## src/rtl/wdog_pkg.sv

```systemverilog
package wdog_pkg;
  // Outcome of one clock of watchdog decision logic
  typedef enum logic [1:0] {
    WD_NONE  = 2'd0,
    WD_RESET = 2'd1,
    WD_WAKE  = 2'd2
  } wd_evt_e;
endpackage

```

## src/rtl/wdog_prescaler.sv

```systemverilog
module wdog_prescaler #(
  parameter int SHORT_LOG = 5,
  parameter int LONG_LOG  = 7
) (
  input  logic                clk,
  input  logic                rst_n,
  input  logic                hold,
  input  logic                run,
  input  logic                long_sel,
  output logic [LONG_LOG-1:0] cnt,
  output logic                wrap,
  output logic                late
);
  localparam logic [LONG_LOG-1:0] LIM_S = LONG_LOG'((1 << SHORT_LOG) - 1);
  localparam logic [LONG_LOG-1:0] LIM_L = LONG_LOG'((1 << LONG_LOG) - 1);
  localparam logic [LONG_LOG-1:0] THR_S = LONG_LOG'(3 << (SHORT_LOG - 2));
  localparam logic [LONG_LOG-1:0] THR_L = LONG_LOG'(3 << (LONG_LOG - 2));

  logic [LONG_LOG-1:0] lim, thr;

  always_comb begin
    lim = long_sel ? LIM_L : LIM_S;
    thr = long_sel ? THR_L : THR_S;
  end

  assign wrap = run & ~hold & (cnt == lim);
  assign late = (cnt >= thr);

  always_ff @(posedge clk or negedge rst_n) begin
    if (!rst_n)      cnt <= '0;
    else if (hold)   cnt <= '0;
    else if (run)    cnt <= wrap ? '0 : cnt + 1'b1;
  end

  // first-stage count never passes the selected terminal value
  a_r1_pre_bound: assert property (@(posedge clk) disable iff (!rst_n)
    cnt <= lim) else $error("a_r1_pre_bound");
endmodule

```

## src/rtl/wdog_postscaler.sv

```systemverilog
module wdog_postscaler #(
  parameter int CODE_W = 4,
  parameter int CNT_W  = 15
) (
  input  logic              clk,
  input  logic              rst_n,
  input  logic              hold,
  input  logic              step,
  input  logic [CODE_W-1:0] code,
  output logic [CNT_W-1:0]  cnt,
  output logic              term,
  output logic              late
);
  logic [CNT_W:0]   span;
  logic [CNT_W-1:0] lim;
  logic [CNT_W+1:0] thr3;

  always_comb begin
    span = (CNT_W+1)'(1) << code;
    lim  = CNT_W'(span - 1'b1);
    thr3 = ({1'b0, span} + {span, 1'b0}) >> 2;
  end

  assign term = step & ~hold & (cnt == lim);
  assign late = ({2'b00, cnt} >= thr3);

  always_ff @(posedge clk or negedge rst_n) begin
    if (!rst_n)      cnt <= '0;
    else if (hold)   cnt <= '0;
    else if (step)   cnt <= term ? '0 : cnt + 1'b1;
  end

  // second-stage count stays inside the 2^n range
  a_r2_post_bound: assert property (@(posedge clk) disable iff (!rst_n)
    cnt <= lim) else $error("a_r2_post_bound");
endmodule

```

## src/rtl/wdog_ctrl.sv

```systemverilog
module wdog_ctrl
  import wdog_pkg::*;
(
  input  logic clk,
  input  logic rst_n,
  input  logic cfg_force_en,
  input  logic sw_en_wr,
  input  logic sw_en_din,
  input  logic early,
  input  logic timeout,
  input  logic sleep_idle,
  input  logic flag_clr,
  output logic enabled,
  output logic rst_req,
  output logic wake_req,
  output logic to_flag
);
  logic    sw_en_q;
  wd_evt_e evt;

  assign enabled = cfg_force_en | sw_en_q;

  always_comb begin
    if (early)        evt = WD_RESET;
    else if (timeout) evt = sleep_idle ? WD_WAKE : WD_RESET;
    else              evt = WD_NONE;
  end

  always_ff @(posedge clk or negedge rst_n) begin
    if (!rst_n) begin
      sw_en_q  <= 1'b0;
      rst_req  <= 1'b0;
      wake_req <= 1'b0;
      to_flag  <= 1'b0;
    end else begin
      if (sw_en_wr) sw_en_q <= sw_en_din;
      rst_req  <= (evt == WD_RESET);
      wake_req <= (evt == WD_WAKE);
      to_flag  <= (evt != WD_NONE) | (to_flag & ~flag_clr);
    end
  end

  // a single event never asks for both reset and wake
  a_r5_one_req: assert property (@(posedge clk) disable iff (!rst_n)
    !(rst_req && wake_req)) else $error("a_r5_one_req");
  // flag present whenever a request pulse is
  a_r8_flag_set: assert property (@(posedge clk) disable iff (!rst_n)
    (rst_req || wake_req) |-> to_flag) else $error("a_r8_flag_set");
  // flag holds until cleared
  a_r8_sticky: assert property (@(posedge clk) disable iff (!rst_n)
    (to_flag && !flag_clr) |=> to_flag) else $error("a_r8_sticky");
endmodule

```

## src/rtl/wdog_window.sv

```systemverilog
module wdog_window #(
  parameter int PRE_SHORT_LOG = 5,
  parameter int PRE_LONG_LOG  = 7,
  parameter int POST_CODE_W   = 4
) (
  input  logic                   clk,
  input  logic                   rst_n,
  input  logic                   tick,
  input  logic                   cfg_pre_long,
  input  logic [POST_CODE_W-1:0] cfg_post_code,
  input  logic                   cfg_force_en,
  input  logic                   cfg_win_off,
  input  logic                   sw_en_wr,
  input  logic                   sw_en_din,
  input  logic                   kick,
  input  logic                   ps_enter,
  input  logic                   ps_exit,
  input  logic                   clk_sw_done,
  input  logic                   sleep_idle,
  input  logic                   flag_clr,
  output logic                   rst_req,
  output logic                   wake_req,
  output logic                   to_flag
);
  localparam int POST_CNT_W = (1 << POST_CODE_W) - 1;

  logic                    enabled, restart, hold, run;
  logic                    pre_wrap, pre_late, post_term, post_late;
  logic                    window_ok, early;
  logic [PRE_LONG_LOG-1:0] pre_cnt;
  logic [POST_CNT_W-1:0]   post_cnt;

  assign restart   = kick | ps_enter | ps_exit | clk_sw_done;
  assign hold      = restart | ~enabled;
  assign run       = tick & enabled;
  assign window_ok = (cfg_post_code == '0) ? pre_late : post_late;
  assign early     = enabled & kick & ~cfg_win_off & ~window_ok;

  wdog_prescaler #(
    .SHORT_LOG (PRE_SHORT_LOG),
    .LONG_LOG  (PRE_LONG_LOG)
  ) u_pre (
    .clk      (clk),
    .rst_n    (rst_n),
    .hold     (hold),
    .run      (run),
    .long_sel (cfg_pre_long),
    .cnt      (pre_cnt),
    .wrap     (pre_wrap),
    .late     (pre_late)
  );

  wdog_postscaler #(
    .CODE_W (POST_CODE_W),
    .CNT_W  (POST_CNT_W)
  ) u_post (
    .clk   (clk),
    .rst_n (rst_n),
    .hold  (hold),
    .step  (pre_wrap),
    .code  (cfg_post_code),
    .cnt   (post_cnt),
    .term  (post_term),
    .late  (post_late)
  );

  wdog_ctrl u_ctrl (
    .clk          (clk),
    .rst_n        (rst_n),
    .cfg_force_en (cfg_force_en),
    .sw_en_wr     (sw_en_wr),
    .sw_en_din    (sw_en_din),
    .early        (early),
    .timeout      (post_term),
    .sleep_idle   (sleep_idle),
    .flag_clr     (flag_clr),
    .enabled      (enabled),
    .rst_req      (rst_req),
    .wake_req     (wake_req),
    .to_flag      (to_flag)
  );

  // any restart source leaves both stages at zero
  a_r3_restart_zero: assert property (@(posedge clk) disable iff (!rst_n)
    restart |=> (pre_cnt == '0 && post_cnt == '0)) else $error("a_r3_restart_zero");
  // a disabled timer raises no request on the following cycle
  a_r9_quiet: assert property (@(posedge clk) disable iff (!rst_n)
    !enabled |=> (!rst_req && !wake_req)) else $error("a_r9_quiet");
endmodule

```

## config.mk

```make
export PLATFORM = sky130hd
export DESIGN_NAME = wdog_window
export DESIGN_NICKNAME = d
export VERILOG_FILES = /design/src/rtl/wdog_pkg.sv /design/src/rtl/wdog_prescaler.sv /design/src/rtl/wdog_postscaler.sv /design/src/rtl/wdog_ctrl.sv /design/src/rtl/wdog_window.sv
export SDC_FILE = /design/constraint.sdc
export NUM_CORES = 1
export LEC_CHECK = 0
export ABC_AREA = 1
export BUFFER_PORTS_ARGS = -buffer_cell sky130_fd_sc_hd__buf_4
export CORE_ASPECT_RATIO = 1.2
export CORE_UTILIZATION = 60
export CTS_CLUSTER_SIZE = 28
export DETAILED_ROUTE_END_ITERATION = 8
export PLACE_DENSITY = 0.79
export SYNTH_ARGS = -nofsm -noshare
export SYNTH_HDL_FRONTEND = slang
export SYNTH_SLANG_ARGS = --single-unit
```

## constraint.sdc

```tcl
create_clock -name clk -period 3.83 [get_ports clk]
set_input_delay 0.766 -clock clk [delete_from_list [all_inputs] [get_ports clk]]
set_output_delay 0.766 -clock clk [all_outputs]
set_load 0.05 [all_outputs]
```

==> results.py, run 1 <==
metrics = {
    "critical_path": {
        "critPathBufInv": 5,
        "cp_max_fo": 4,
        "arrival_ns": 3.72,
        "critPathSlowestCell": "ha_1",
        "worstSetupEndpointType": "flip-flop",
        "critPathKind": "in -> reg",
        "max_stage_delay_ns": 0.33,
        "crit_path_start_kind": "input pin",
        "required_ns": 3.98,
        "cpMostUsedCell": "nand2_1",
        "critical_path.cell_chain": "buf_4, inv_1, nand2_1, buf_4, nor2_1, inv_1, ha_4, a21oi_2, nand2_1, nand4_1, nand2_1, buf_4, nand3_1, o2111ai_1, xnor2_1, ha_1, nand2_1, nor2_1, nand2_1, o211ai_1, nand2_1, nand2_1, o211ai_1",
        "path_delay_family": "simple AND/OR/NAND/NOR gates",
    },
    "synth": {
        "yosysWarningCount": 0,
        "synth_area_sq_mm": 0.00350,
        "synthCells": 556,
        "synth_cell_type_count": 30,
        "syn_area_per_cell_sq_um": 6.29,
        "synth_seq_cells": 26,
        "synthesis.nets": 627,
        "seq_area_frac_synth_pct": 18.6,
    },
    "clocking": {
        "clockBufferDepth": 2,
        "cts_root_buffer": "clkbuf_8",
        "cts_tree": "done",
        "htree_levels": 1,
        "clk_latency_ns": 0.27,
        "clock_sinks": 26,
        "path_clk_slew_ns": 0.09,
        "cts_buffers": 3,
    },
    "finish": {
        "diodes": 0,
        "nFillCells": 466,
        "finalInstanceArea_sq_mm": 0.00425,
        "fin_cells": 698,
        "drive_gt1_share_pct": 14.7,
        "multi_input_area_sq_mm": 0.00257,
        "syn2layout_area_growth_pct": 21.6,
        "final_nets": 706,
        "final_cell_mix": "nand2_1, inv_1, buf_4",
        "final_common_cell": "nand2_1",
        "regArea_sq_um": 651,
    },
    "placement": {
        "dp_hpwl_mm": 8.36,
        "place_ws_ns": -0.116,
        "placed_cells": 694,
        "numPortBuffers": 20,
        "place_area_sq_mm": 0.00415,
        "place.gp.congestion": 1.03,
    },
    "route": {
        "viasPerCell": 5.56,
        "final_antenna_net_count": 0,
        "drc": 1,
        "drt-initial-drc-count": 236,
        "wire_per_inst_microns": 14.2,
        "vias": 3881,
        "routed_wl_mm": 9.90,
        "dr.pass1.iters": 7,
    },
    "power_and_ir_drop": {
        "p_per_area_mw_per_mm2": 174,
        "power_frac_clock_pct": 30.5,
        "combPwrFrac_pct": 31.6,
        "p_sw_share_pct": 30.7,
        "vdd_drop_max_mv": 0.183,
        "p_switching_w": 0.000228,
        "pwr-share-seq_pct": 37.8,
        "p_int_w": 0.000513,
        "power.leakage_nw": 2.22,
    },
    "floorplanning": {
        "die_h_microns": 85.6,
        "coreArea_sq_mm": 0.00563,
        "die_area_sq_mm": 0.00614,
        "rows": 30,
        "io_pins": 21,
        "die_x_microns": 71.7,
        "initial_core_util_pct": 62.1,
    },
    "global_routing": {
        "grt_pass1_vias": 3662,
        "grt_start_max_net_pins": 27,
        "antenna_found_initial": 0,
        "grt_pass1_wl_mm": 16.0,
        "track_usage_pct": 33.3,
        "grt_overflow": 0,
    },
    "sta": {
        "setup_slack_ns": 0.261,
        "maxSlewViolCount": 0,
        "fin_crit_sh_pct": 93.2,
        "max_slew_margin_pct": 31.8,
        "worst_pin_slew_ns": 1.02,
        "finalCriticalPeriod_ns": 3.57,
        "fin_tns_setup_ns": 0,
        "timing.final.hold_violations": 0,
        "hold_slack_ns": 0.381,
        "max_freq_ghz": 0.280,
        "fin_skew_ns": 0.00437,
        "setup_viol": 0,
    },
    "outcome": {
        "status": "complete, but fails checks",
        "violations": "design-rule violations",
    },
    "run": {
        "maxCapViolCount": 0,
    },
    "hold_path": {
        "hold_path.class": "in -> async",
    },
}
synth_stat cells, drive strengths merged:
| cell type | number | area [sq um] |
|---|---|---|
| a21oi | 25 | 125 |
| and3 | 1 | 6.26 |
| fa | 1 | 20.0 |
| mux2 | 1 | 11.3 |
| o211ai | 3 | 22.5 |
| nor2 | 63 | 241 |
| o21ai | 31 | 155 |
| a31oi | 2 | 12.5 |
| buf | 1 | 5.00 |
| nor4 | 2 | 12.5 |
| nor3 | 15 | 75.1 |
| ha | 52 | 651 |
| o2111ai | 1 | 8.76 |
| nand2 | 164 | 621 |
| xnor2 | 8 | 70.1 |
| o21bai | 1 | 7.51 |
| dfrtp | 26 | 651 |
| clkbuf | 3 | 11.3 |
| inv | 78 | 293 |
| xor2 | 18 | 158 |
| nor3b | 1 | 7.51 |
| nand4 | 16 | 106 |
| nand3 | 39 | 195 |
| o21a | 2 | 15.0 |
| a41oi | 1 | 8.76 |
| a21boi | 1 | 7.51 |
stage by stage:
| stage | util, % | total power (W) |
|---|---|---|
| floorplan | - | 0.000420 |
| finish | 75.5 | 0.000741 |
| global route | 75.5 | 0.000779 |
| global placement | 73.6 | 0.000509 |
| CTS | 74.9 | 0.000738 |
| detailed placement | 73.6 | 0.000516 |
routing by layer:
layer  wire (microns)  share of wire [%]  track usage, %  vias to the layer above
met5                0                  0               0                        -
met4              527                5.3            20.1                        0
met3              381                3.8            2.35                       35
met2             5040                 51            62.3                      125
met1             3960                 40            36.1                     1760
li1                 -                  -               -                     1961
layout make-up:
| cell class | instances | area share (%) |
|---|---|---|
| well taps | 64 | 1.88 |
| clock buffers | 3 | 0.971 |
| flip-flops and latches | 26 | 15.3 |
| multi-input cells | 448 | 60.5 |
| clock inverters | 1 | 0.706 |
| repair buffers | 78 | 13.8 |
| inverters | 78 | 6.88 |
path summary, 6_finish.rpt:
kind,startpoint,to,slack [ns],depth (start not counted)
worst max-delay path,cfg_post_code[2],u_ctrl.to_flag,0.26,23
worst min-delay path,rst_n,u_pre.cnt[0],0.38,1
worst max register to register,u_pre.cnt[6],u_pre.cnt[5],1.19,10
worst min register to register,u_ctrl.sw_en_q,u_ctrl.sw_en_q,0.54,1
max in group asynchronous,rst_n,u_post.cnt[11],3.20,1
min in group clk,u_ctrl.sw_en_q,u_ctrl.sw_en_q,0.54,1
worst register-to-register path, delay by kind of cell (launching register included):
| kind | cells | cell delay [ns] |
|---|---|---|
| buffers and inverters | 3 | 0.52 |
| and+or+nand+nor | 4 | 1.02 |
| adders and majority gates | 1 | 0.30 |
| DFF | 1 | 0.41 |
| AOI/OAI and AO/OA | 2 | 0.34 |
cell families after synthesis:
group	share of synthesized area, %
buf+inv	8.84
xor+xnor	6.51
flops	18.6
simple gates	36.2
fa+ha+maj	19.2
mux	0.322
compound gates	10.4
sequential cells by signal, summed over array words and instances, names as in the netlist:
signal / flops
u_post.cnt: 15
u_pre.cnt: 7
u_ctrl.rst_req: 1
u_ctrl.sw_en_q: 1
u_ctrl.to_flag: 1
u_ctrl.wake_req: 1
power groups by stage:
stage               Sequential, W  Clock, W  Combinational [W]
floorplan                0.000294         0           0.000127
global placement         0.000285         0           0.000224
detailed placement       0.000286         0           0.000230
CTS                      0.000280  0.000227           0.000231
global route             0.000280  0.000237           0.000261
finish                   0.000280  0.000226           0.000234
timing repair:
| action | 4_1_cts | 5_1_grt |
|---|---|---|
| setup buffers | 0 | 0 |
| endpoints found under the setup margin | 0 | 3 |
| resized for setup | 0 | 9 |
| hold buffers | 0 | 0 |
No activity file was read; power rests on OpenSTA's default activity.
==> run 2: changes to the inputs <==
==> constraint.sdc (replaced) <==
create_clock -name clk -period 3.83 [get_ports clk]
set_input_delay 0.383 -clock clk [delete_from_list [all_inputs] [get_ports clk]]
set_output_delay 0.383 -clock clk [all_outputs]
set_load 0.05 [all_outputs]
==> results.py, run 2 (synthesis gave the netlist of run 1 again) <==
metrics = {
    "placement": {
        "dp_hpwl_mm": 7.51,
        "numPortBuffers": 20,
        "place_ws_ns": -0.0760,
        "place.gp.congestion": 1.02,
        "placed_cells": 643,
    },
    "floorplanning": {
        "rows": 30,
        "die_h_microns": 85.6,
        "die_area_sq_mm": 0.00614,
        "coreArea_sq_mm": 0.00563,
        "die_x_microns": 71.7,
        "io_pins": 21,
        "initial_core_util_pct": 62.1,
    },
    "outcome": {
        "violations": "design-rule violations, negative hold slack",
        "status": "complete, but fails checks",
    },
    "finish": {
        "fin_cells": 646,
        "largest_register_ffs": 15,
        "final_cell_mix": "nand2_1, inv_1, nor2_1",
        "top_register": "u_post.cnt",
        "final_common_cell": "nand2_1",
        "final_nets": 655,
        "diodes": 0,
        "largestRegisters": "u_post.cnt (15), u_pre.cnt (7)",
        "fin_util_pct": 67.6,
        "regArea_sq_um": 651,
        "drive_gt1_share_pct": 6.36,
        "multi_input_area_sq_mm": 0.00254,
        "nFillCells": 530,
        "syn2layout_area_growth_pct": 8.91,
    },
    "route": {
        "routed_wl_mm": 8.73,
        "vias": 3551,
        "drc": 1,
        "dr.pass1.iters": 6,
        "viasPerCell": 5.50,
        "final_antenna_net_count": 0,
        "wire_per_inst_microns": 13.5,
        "drt-initial-drc-count": 224,
    },
    "sta": {
        "setup_viol": 0,
        "timing.final.hold_violations": 4,
        "max_slew_margin_pct": 40.2,
        "maxSlewViolCount": 0,
        "hold_slack_ns": -0.00136,
        "fin_skew_ns": 0.00609,
        "max_freq_ghz": 0.286,
        "fin_crit_sh_pct": 91.4,
        "worst_pin_slew_ns": 0.894,
        "finalCriticalPeriod_ns": 3.50,
        "rsz0062_at_grt": "no",
        "setup_slack_ns": 0.330,
    },
    "critical_path": {
        "worstSetupEndpointType": "flip-flop",
        "crit_path_start_kind": "input pin",
        "rrSetupSlack_ns": 1.07,
        "path_delay_family": "simple AND/OR/NAND/NOR gates",
        "arrival_ns": 3.66,
        "critPathKind": "in -> reg",
        "r2r-start": "u_pre.cnt[0]",
        "cpMostUsedCell": "nand2_1",
        "r2r-end": "u_post.cnt[4]",
        "critPathSlowestCell": "fa_1",
        "required_ns": 3.99,
        "max_stage_delay_ns": 0.39,
        "critical_path.cell_chain": "buf_4, inv_1, nand2_1, nor2_1, ha_1, inv_1, fa_1, inv_1, a31oi_1, o21ai_2, nand2_1, nand2_1, nand2_1, xor2_1, ha_1, nand2_1, nor3_1, nand2_1, o211ai_1, nand2_1, nand2_1, o211ai_1",
        "reg2reg_depth": 12,
        "cp_max_fo": 6,
        "critPathBufInv": 4,
    },
    "global_routing": {
        "track_usage_pct": 30.8,
        "antenna_found_initial": 0,
        "grt_pass1_wl_mm": 15.0,
        "grt_start_max_net_pins": 27,
        "grt_pass1_vias": 3408,
        "grt_overflow": 0,
    },
    "clocking": {
        "cts_root_buffer": "clkbuf_8",
        "clock_sinks": 26,
        "clockBufferDepth": 2,
        "cts_tree": "done",
        "post_cts_buffers": 0,
        "clk_latency_ns": 0.27,
        "path_clk_slew_ns": 0.09,
        "htree_levels": 1,
        "cts_buffers": 3,
    },
    "power_and_ir_drop": {
        "p_int_w": 0.000420,
        "totalPowerFinal_w": 0.000635,
        "p_per_area_mw_per_mm2": 167,
        "p_switching_w": 0.000215,
        "p_sw_share_pct": 33.9,
        "pwr-share-seq_pct": 44.0,
        "combPwrFrac_pct": 31.9,
        "power_frac_clock_pct": 24.1,
        "vdd_drop_max_mv": 0.0841,
        "power.leakage_nw": 1.95,
    },
    "run": {
        "maxCapViolCount": 0,
    },
    "hold_path": {
        "hold_path.class": "in -> async",
    },
}
-- run 2: cell count changes in the layout (fill, tap and decap cells not counted), moves of 2 or more --
cell	delta
a21oi_1	+2
a21oi_2	-2
buf_4	-51
o21ai_0	+2
o21ai_1	-2
-- run 2: through the flow --
stage	instance area, sq um	TNS (ns)	hold slack, ns
after global placement	3760	-0.00341	0.297
final	3810	0	-0.00136
after floorplan	3500	0	0.0874
after detailed placement	3760	-0.168	0.307
after global routing	3810	0	0.0200
after CTS	3800	0	0.0130
-- run 2: repair_timing --
action                     CTS  global route
setup endpoints to repair    0             3
hold buffers                 0             0
resized for setup            0             2
-- run 2: routing by layer --
layer	vias up	GRT usage, %	wire length [microns]
met5	-	0	0
met1	1582	36.0	3650
met2	85	56.1	4340
li1	1858	-	-
met3	26	1.29	349
met4	0	16.4	391
-- run 2: worst register-to-register path, delay by kind of cell, from the launching register on --
kind	cells	cell delay, ns
compound gates	1	0.14
flops	1	0.41
simple gates	9	1.82
fa+ha+maj	1	0.19
buf+inv	1	0.06
-- run 2: cell type report --
class	count	area share [%]
clock buffer	3	1.08
inverter	78	7.69
multi-input combinational	448	66.7
sequential	26	17.1
tap	64	2.10
timing repair buffer	27	5.32
-- run 2: how the worst max path moves through the flow --
stage	startpoint	slack, ns	cells after the start	end
3_5_place_dp	cfg_post_code[2]	-0.08	22	u_ctrl.to_flag
4_1_cts	cfg_post_code[2]	0.21	22	u_ctrl.to_flag
3_3_place_gp	cfg_post_code[2]	-0.003	22	u_ctrl.to_flag
2_1_floorplan	cfg_post_code[2]	0.64	22	u_ctrl.to_flag
5_1_grt	cfg_post_code[2]	0.02	24	u_ctrl.to_flag
6_report	cfg_post_code[2]	0.33	22	u_ctrl.to_flag
-- run 2: power by group through the flow --
stage | Sequential (W) | Combinational [W] | Clock, W
after floorplan | 0.000294 | 0.000127 | 0
after global placement | 0.000285 | 0.000197 | 0
after detailed placement | 0.000285 | 0.000201 | 0
after CTS | 0.000279 | 0.000201 | 0.000154
after global routing | 0.000280 | 0.000229 | 0.000166
final | 0.000279 | 0.000203 | 0.000153
==> run 3: changes to the inputs <==
--- a/config.mk
+++ b/config.mk
@@ -8,10 +8,10 @@
 export ABC_AREA = 1
 export BUFFER_PORTS_ARGS = -buffer_cell sky130_fd_sc_hd__buf_4
 export CORE_ASPECT_RATIO = 1.2
-export CORE_UTILIZATION = 60
+export CORE_UTILIZATION = 55
 export CTS_CLUSTER_SIZE = 28
 export DETAILED_ROUTE_END_ITERATION = 8
-export PLACE_DENSITY = 0.79
+export PLACE_DENSITY = 0.76
 export SYNTH_ARGS = -nofsm -noshare
 export SYNTH_HDL_FRONTEND = slang
 export SYNTH_SLANG_ARGS = --single-unit
==> constraint.sdc (replaced) <==
create_clock -name clk -period 3.2 [get_ports clk]
set_input_delay 0.32 -clock clk [delete_from_list [all_inputs] [get_ports clk]]
set_output_delay 0.32 -clock clk [all_outputs]
set_load 0.05 [all_outputs]
==> results.py, run 3 (synthesis gave the netlist of run 1 again) <==
metrics = {
    "power_and_ir_drop": {
        "p_int_w": 0.000553,
        "p_sw_share_pct": 33.5,
        "power.leakage_nw": 2.35,
        "combPwrFrac_pct": 38.9,
        "p_per_area_mw_per_mm2": 178,
        "vdd_drop_max_mv": 0.127,
        "pwr-share-seq_pct": 40.2,
        "totalPowerFinal_w": 0.000832,
        "p_switching_w": 0.000279,
        "power_frac_clock_pct": 20.9,
    },
    "finish": {
        "drive_gt1_share_pct": 24.2,
        "final_cell_mix": "nand2_1, buf_4, inv_1",
        "top_register": "u_post.cnt",
        "syn2layout_area_growth_pct": 33.4,
        "finalInstanceArea_sq_mm": 0.00467,
        "final_common_cell": "nand2_1",
        "largest_register_ffs": 15,
        "nFillCells": 476,
        "largestRegisters": "u_post.cnt (15), u_pre.cnt (7)",
        "final_nets": 733,
        "diodes": 0,
    },
    "floorplanning": {
        "initial_core_util_pct": 57.4,
        "die_x_microns": 74.8,
        "io_pins": 21,
        "die_area_sq_mm": 0.00668,
        "rows": 31,
        "coreArea_sq_mm": 0.00609,
        "die_h_microns": 89.4,
    },
    "sta": {
        "worst_pin_slew_ns": 0.980,
        "max_slew_margin_pct": 34.4,
        "setup_viol": 0,
        "setup_slack_ns": 0.103,
        "maxSlewViolCount": 0,
        "timing.final.hold_violations": 0,
        "finalCriticalPeriod_ns": 3.10,
        "fin_crit_sh_pct": 96.8,
        "max_freq_ghz": 0.323,
        "fin_skew_ns": 0.00578,
    },
    "route": {
        "final_antenna_net_count": 0,
        "routed_wl_mm": 10.4,
        "wire_per_inst_microns": 14.0,
        "vias": 4018,
        "viasPerCell": 5.42,
        "dr.pass1.iters": 5,
        "drc": 0,
        "drt-initial-drc-count": 278,
    },
    "clocking": {
        "path_clk_slew_ns": 0.08,
        "cts_root_buffer": "clkbuf_8",
        "clockBufferDepth": 2,
        "clock_sinks": 26,
        "cts_buffers": 3,
        "htree_levels": 1,
        "cts_tree": "done",
        "clk_latency_ns": 0.26,
    },
    "global_routing": {
        "grt_pass1_vias": 3732,
        "grt_start_max_net_pins": 27,
        "grt_overflow": 0,
        "antenna_found_initial": 0,
        "track_usage_pct": 31.9,
        "grt_pass1_wl_mm": 16.5,
    },
    "outcome": {
        "status": "finished, final reports clean",
    },
    "critical_path": {
        "crit_path_start_kind": "input pin",
        "critPathKind": "in -> reg",
        "worstSetupEndpointType": "flip-flop",
        "arrival_ns": 3.29,
        "required_ns": 3.40,
        "cp_max_fo": 4,
    },
    "run": {
        "maxCapViolCount": 0,
    },
    "placement": {
        "place_area_sq_mm": 0.00434,
        "dp_hpwl_mm": 8.47,
        "numPortBuffers": 20,
        "place_ws_ns": -0.482,
        "place.gp.congestion": 0.981,
    },
    "hold_path": {
        "hold_path.class": "in -> reg",
    },
}
## run 3: changes by cell type in the layout (fill, tap and decap cells not counted), sizes merged
cell	change
buf	+77
dlygate4sd3	+1
## run 3: final timing paths
| check | slack, ns | cells past startpoint | to | start |
|---|---|---|---|---|
| hold / removal | 0.24 | 2 | u_ctrl.to_flag | flag_clr |
| min in group asynchronous | 0.49 | 2 | u_pre.cnt[0] | rst_n |
| setup / recovery | 0.10 | 21 | u_ctrl.wake_req | cfg_post_code[3] |
| max in group asynchronous | 2.46 | 2 | u_post.cnt[14] | rst_n |
| setup reg to reg | 0.56 | 10 | u_pre.cnt[5] | u_pre.cnt[6] |
| hold reg to reg | 0.52 | 1 | u_ctrl.sw_en_q | u_ctrl.sw_en_q |
## run 3: repair_timing
action                                  in CTS  in global routing
hold endpoints to repair                    26                  0
gates resized for setup                      7                 54
pin swaps                                    2                 19
endpoints found under the setup margin       3                  3
buffers inserted                             0                  3
hold buffers                                 1                  0
## run 3: stage by stage
step / TNS (ns) / util [%] / std cells / hold WS, ns
CTS: 0 / 72.6 / 739 / 0.248
detailed placement: -1.41 / 71.3 / 735 / 0.241
global placement: -1.33 / 71.3 / 735 / 0.235
finish: 0 / 76.6 / 742 / 0.244
global route: -0.0718 / 76.6 / 742 / 0.238
floorplan: 0 / - / 556 / 0.0244
## run 3: power by group through the flow
| stage | Combinational (W) | Sequential [W] | Clock [W] |
|---|---|---|---|
| finish | 0.000324 | 0.000334 | 0.000174 |
| global route | 0.000359 | 0.000335 | 0.000190 |
| CTS | 0.000293 | 0.000335 | 0.000174 |
| detailed placement | 0.000284 | 0.000341 | 0 |
| global placement | 0.000277 | 0.000341 | 0 |
| floorplan | 0.000151 | 0.000352 | 0 |
## run 3: worst max-delay path, stage by stage
cell and delay (ns):
buf_4 0.15, inv_2 0.08, nand2_4 0.06, nor2_2 0.10, inv_1 0.12, ha_4 0.26
a21oi_1 0.18, nand2_1 0.11, buf_4 0.15, a21oi_1 0.19, o21ai_0 0.16, xnor2_1 0.16
ha_1 0.30, nand4_1 0.18, nor3_4 0.29, nand2_1 0.08, o211ai_1 0.08, nand2_1 0.10
nand2_2 0.09, nand2_1 0.05, nor2_1 0.09
## run 3: metal layers
| metal | vias up | track usage [%] | part of all wire [%] |
|---|---|---|---|
| li1 | 2010 | - | - |
| met5 | - | 0 | 0 |
| met4 | 0 | 14.2 | 5.0 |
| met3 | 38 | 1.47 | 3.6 |
| met2 | 119 | 58.9 | 51 |
| met1 | 1851 | 37.6 | 40 |
## run 3: layout make-up
cell class | count | area [sq um] | area share, %
clock buffer | 3 | 41.3 | 0.885
sequential | 26 | 651 | 13.9
inverter | 78 | 295 | 6.33
multi-input combinational | 448 | 2790 | 59.7
timing repair buffer | 105 | 791 | 16.9
tap | 82 | 103 | 2.20
